===== src/rtl/rate_enable_pkg.sv =====
package rate_enable_pkg;

    // Division ratios for the three stages
    localparam int unsigned SYS_RATIO_DEF = 2;   // master -> system rate
    localparam int unsigned SER_RATIO_DEF = 12;  // master -> serial oversampling
    localparam int unsigned SMP_RATIO_DEF = 16;  // serial -> audio sample

    // Bundle of enable outputs
    typedef struct packed {
        logic sys;
        logic ser;
        logic smp;
    } tick_bundle_t;

endpackage


===== src/rtl/rate_div_stage.sv =====
module rate_div_stage #(
    parameter int unsigned RATIO = 12
) (
    input  logic clk,
    input  logic rst,
    input  logic step_i,   // advance the count on this cycle
    output logic wrap_o,   // combinational: this step completes a period
    output logic pulse_o   // registered one-cycle enable
);

    localparam int unsigned CNT_W = (RATIO > 2) ? $clog2(RATIO) : 1;
    localparam logic [CNT_W-1:0] LAST = CNT_W'(RATIO - 1);

    typedef struct packed {
        logic [CNT_W-1:0] cnt;
        logic             pulse;
    } stage_state_t;

    stage_state_t state_d, state_q;
    logic         wrap_d;

    always_comb begin
        state_d       = state_q;
        state_d.pulse = 1'b0;
        wrap_d        = step_i && (state_q.cnt == LAST);
        if (step_i) begin
            if (wrap_d) begin
                state_d.cnt = '0;
            end else begin
                state_d.cnt = state_q.cnt + 1'b1;
            end
            state_d.pulse = wrap_d;
        end
    end

    always_ff @(posedge clk) begin
        if (rst) begin
            state_q <= '0;
        end else begin
            state_q <= state_d;
        end
    end

    assign wrap_o  = wrap_d;
    assign pulse_o = state_q.pulse;

    initial begin
        assert (RATIO >= 2)
            else $error("rate_div_stage: RATIO must be at least 2");
    end

    // count never leaves its range
    assert_cnt_in_range_R6: assert property (@(posedge clk) disable iff (rst)
        state_q.cnt <= LAST);

    // a pulse is never stretched over two cycles
    assert_pulse_single_R5: assert property (@(posedge clk) disable iff (rst)
        pulse_o |=> !pulse_o);

    // a pulse follows only a cycle in which the stage was stepped
    assert_pulse_needs_step_R3: assert property (@(posedge clk) disable iff (rst)
        !rst && !$past(rst) && pulse_o |-> $past(step_i));

endmodule


===== src/rtl/rate_enable_gen.sv =====
module rate_enable_gen
    import rate_enable_pkg::*;
#(
    parameter int unsigned SYS_RATIO = SYS_RATIO_DEF,
    parameter int unsigned SER_RATIO = SER_RATIO_DEF,
    parameter int unsigned SMP_RATIO = SMP_RATIO_DEF
) (
    input  logic clk,
    input  logic rst,
    output logic sys_en,
    output logic ser_en,
    output logic smp_en
);

    tick_bundle_t ticks;
    logic         sys_wrap;
    logic         ser_wrap;
    logic         smp_wrap;

    // system-rate stage, stepped every master cycle
    rate_div_stage #(.RATIO(SYS_RATIO)) i_sys_stage (
        .clk     (clk),
        .rst     (rst),
        .step_i  (1'b1),
        .wrap_o  (sys_wrap),
        .pulse_o (ticks.sys)
    );

    // serial oversampling stage, stepped every master cycle
    rate_div_stage #(.RATIO(SER_RATIO)) i_ser_stage (
        .clk     (clk),
        .rst     (rst),
        .step_i  (1'b1),
        .wrap_o  (ser_wrap),
        .pulse_o (ticks.ser)
    );

    // sample stage, stepped by the serial wrap so its pulse lands with the serial pulse
    rate_div_stage #(.RATIO(SMP_RATIO)) i_smp_stage (
        .clk     (clk),
        .rst     (rst),
        .step_i  (ser_wrap),
        .wrap_o  (smp_wrap),
        .pulse_o (ticks.smp)
    );

    assign sys_en = ticks.sys;
    assign ser_en = ticks.ser;
    assign smp_en = ticks.smp;

    // nothing fires on the first cycle after release
    assert_quiet_after_release_R1: assert property (@(posedge clk) disable iff (rst)
        $past(rst) |-> !sys_en && !ser_en && !smp_en);

    // system enable alternates once running
    assert_sys_alternates_R2: assert property (@(posedge clk) disable iff (rst)
        !$past(rst) && !sys_en |=> sys_en);

    // serial pulse lands on a system pulse
    assert_ser_on_sys_R3: assert property (@(posedge clk) disable iff (rst)
        ser_en |-> sys_en);

    // sample pulse only together with a serial pulse
    assert_smp_on_ser_R4: assert property (@(posedge clk) disable iff (rst)
        smp_en |-> ser_en);

    // the sample wrap is always a serial wrap
    assert_smp_wrap_on_ser_wrap_R4: assert property (@(posedge clk) disable iff (rst)
        smp_wrap |-> ser_wrap);

    // unused wrap of the system stage kept observable for the check below
    assert_sys_wrap_precedes_R2: assert property (@(posedge clk) disable iff (rst)
        sys_wrap |=> sys_en);

endmodule


===== config.mk =====
export PLATFORM = sky130hd
export DESIGN_NAME = rate_enable_gen
export DESIGN_NICKNAME = d
export VERILOG_FILES = /design/src/rtl/rate_enable_pkg.sv /design/src/rtl/rate_div_stage.sv /design/src/rtl/rate_enable_gen.sv
export SDC_FILE = /design/constraint.sdc
export NUM_CORES = 1
export LEC_CHECK = 0
export BUFFER_PORTS_ARGS = -buffer_cell sky130_fd_sc_hd__buf_2
export CAP_MARGIN = 25
export CORE_AREA = 2 2 39 41
export CTS_CLUSTER_SIZE = 40
export DETAILED_ROUTE_END_ITERATION = 6
export DIE_AREA = 0 0 41 43
export REMOVE_ABC_BUFFERS = 1
export SYNTH_ARGS = -nofsm -noshare
export SYNTH_HDL_FRONTEND = slang
export SYNTH_SLANG_ARGS = --single-unit

===== constraint.sdc =====
create_clock -name clk -period 1.8 [get_ports clk]
set_clock_uncertainty 0.05 [all_clocks]
set_input_delay 0 -clock clk [delete_from_list [all_inputs] [get_ports clk]]
set_output_delay 0 -clock clk [all_outputs]
set_load 0.005 [all_outputs]

==> results.md <==
- Fin. Hold Viols: 0
- Warnings, synthesis: 0
- Row cnt: 14
- Final HPWL DP: 508 um
- Number of buffers created by CTS: 3
- Reg2Reg Launch Point: i_ser_stage.state_q[1]
- Commonest non-fill, non-tap cells in the layout: 12 x dfxtp_1, 5 x nand3_1, 5 x nor2_1, 4 x buf_2
- CTS max path bufs: 2
- Worst hold path class: reg2reg
- First-pass GRT wire length: 1.21 mm
- Setup tns final: 0 ns
- DRT Pass-1 Iters: 3
- IO Pins: 5
- Worst Hold Launch: i_sys_stage.state_q[1]
- Initial antenna violation count: 0
- Routed WL: 749 um
- Max_cap viols: 0
- Die W: 41 um
- Post-synthesis simple-gate area fraction: 31.7%
- Syn Std Cell Area: 462 um2
- RSZ-0062 raised after global routing: no
- CP Launch Type: flip-flop
- Final nets: 58
- Crit path from: i_ser_stage.state_q[1]
- Inst Count DP: 64
- Complex-gate fraction of the synthesized area: 5.15%
- Initial Util: 33.4%
- Final Cell Area: 541 um2
- R2r endpoint: i_smp_stage.state_q[4]
- CTS tree: built
- # Post-CTS Setup Buffers: 0
- Cell depth of the worst flop-to-flop path: 4
- PortBufs: 4
- Max Freq: 0.721 GHz
- XOR/XNOR share of the synthesized area: 1.90%
- Crit path max-delay family: simple AND/OR/NAND/NOR gates
- CP cell instances: ha_1, nand3b_4, or3_1, a31oi_1
- Slowest stage cell, crit path: dfxtp_1
- Leading area contributor after synthesis: dfxtp_1
- H-tree levels: 1
- DRC Markers: 0
- Area after DPL: 494 um2
- Remaining global-route overflow: 0
- Antenna violation net count after detailed routing: 0
- Final Cycle Share: 77.0%
- Worst setup EP type: flip-flop
- Chip height: 43 um
- All-layer global routing usage: 11.2%
- Fraction of layout cells with a size suffix above 1: 20.8%
- Main synth FF type: dfxtp_1
- Synth Area per Inst: 10.3 um2
- DR vias: 328
- Top post-synthesis cells by area: dfxtp_1 52%, ha_1 5.4%, nand3_1 5.4%
- Clock Pin Slew Worst Setup and Hold Paths: 0.08 ns
- Outcome: finished clean
- Area of the core: 1380 um2
- Non-filler cells, final: 69
- Leakage: 0.253 nW
- Post-Synthesis Cells: 45
- WP data arrival: 1.54 ns
- Asr flop ratio synth: 0%
- Fin crit period: 1.39 ns
- Post-synth EDFFs: 0
- P per Cell Area: 968 nW/um2
- Iteration-0 DRC Markers: 7
- Clk Latency, worst-skew pair: 0.27 ns
- Yosys top cell area share: 52.0%
- VDD IR-drop max: 0.432 mV
- Area growth syn-to-layout: 17.1%
- Die area: 1760 um2
- Crit path largest cell delay: 0.36 ns
- #FFs+latches synth: 12
- WL/cell: 10.9 um
- Netlist cell types: 21
- Largest net degree at the start of global routing: 13
- Mux cell area share after synthesis: 2.17%
- Synth Area in Adders: 5.42%
- CP Buf/Inv Count: 0
- Clock root cell: clkbuf_4
- Worst slew pin tran: 0.209 ns
- Setup CP Type: reg2reg
- Max-slew headroom: 86.0%
- Main combinational cell family by area after synthesis: simple AND/OR/NAND/NOR gates
- WHS Endpoint: i_sys_stage.state_q[1]
- Final WS setup: 0.413 ns
- Max-slew violation count: 0
- Drt via density: 4.75
- Vias in the first global route: 294
- R2R Setup Slk: 0.41 ns
- # setup viols final: 0
- Sink Count: 12
- Most common cell after layout, fill and taps aside: dfxtp_1
- Setup WS pre-CTS: 0.439 ns
- Seq/Total Area, Yosys: 52.0%
- Fin util: 39.1%
- Hold depth: 1
- Crit path required time: 1.95 ns
- Final RePlAce weighted congestion: 0.710
- ANT cells: 0
- Crit Path Max Fanout: 9
==> cell usage after synthesis, drive strengths merged (2+ instances only) <==
| master | count |
|---|---|
| a21oi | 2 |
| ha | 2 |
| nand3 | 5 |
| nand2b | 2 |
| nor2 | 5 |
| nand2 | 3 |
| dfxtp | 12 |
==> final cells by class <==
type                            instances  area [um2]
Multi-Input combinational cell         32         214
Sequential cell                        12         240
Tap cell                               16        20.0
Timing Repair Buffer                    5        30.0
Clock buffer                            4        36.3
Fill cell                             139         843
==> per-layer routing <==
metal  routed length (um)  share of wire (%)  up-vias  global-route usage (%)
met5                    0                  0        -                       0
met4                   12                1.6        0                    12.0
met3                   21                2.8        2                    4.71
met2                  346                 46        5                    13.8
met1                  368                 49      147                    13.2
li1                     -                  -      174                       -
==> worst max path at each step <==
| stage | endpoint | slack, ns | cells past startpoint |
|---|---|---|---|
| final | i_smp_stage.state_q[4] | 0.41 | 4 |
| after CTS | i_smp_stage.state_q[4] | 0.40 | 4 |
| after floorplan | i_smp_stage.state_q[4] | 0.51 | 4 |
| after global placement | i_smp_stage.state_q[4] | 0.47 | 4 |
| after global routing | i_smp_stage.state_q[4] | 0.34 | 4 |
| after detailed placement | i_smp_stage.state_q[4] | 0.44 | 4 |
==> logic make-up (layout without fill, tap and decap cells) <==
logic type      after synthesis  in the layout
xor+xnor                      1              1
simple gates                 24             24
mux                           1              1
buf+inv                       1              9
fa+ha+maj                     2              2
compound gates                4              4
flops                        12             12
==> metrics by stage <==
stage	total power [mW]	hold WS [ns]
after detailed placement	0.314	0.262
after CTS	0.533	0.365
after global placement	0.312	0.257
final	0.523	0.363
after floorplan	0.304	0.0167
after global routing	0.548	0.374
==> sequential cells by signal (all words and copies together) (netlist names) <==
| register | flops |
|---|---|
| i_ser_stage.state_q | 4 |
| i_smp_stage.state_q | 4 |
| i_ser_stage.pulse_o | 1 |
| i_smp_stage.pulse_o | 1 |
| i_sys_stage.pulse_o | 1 |
| i_sys_stage.state_q | 1 |
==> report_power, final <==
part | leakage, nW | internal [mW] | total [mW] | switching [mW]
Clock | 0.0210 | 0.123 | 0.214 | 0.0915
Combinational | 0.134 | 0.0140 | 0.0258 | 0.0118
Sequential | 0.0980 | 0.276 | 0.283 | 0.00712
==> timing repair <==
item,in CTS,in global routing
hold endpoints to repair,9,0
gates resized for setup,0,0
hold buffers,1,0
No activity file was read; power rests on OpenSTA's default activity.
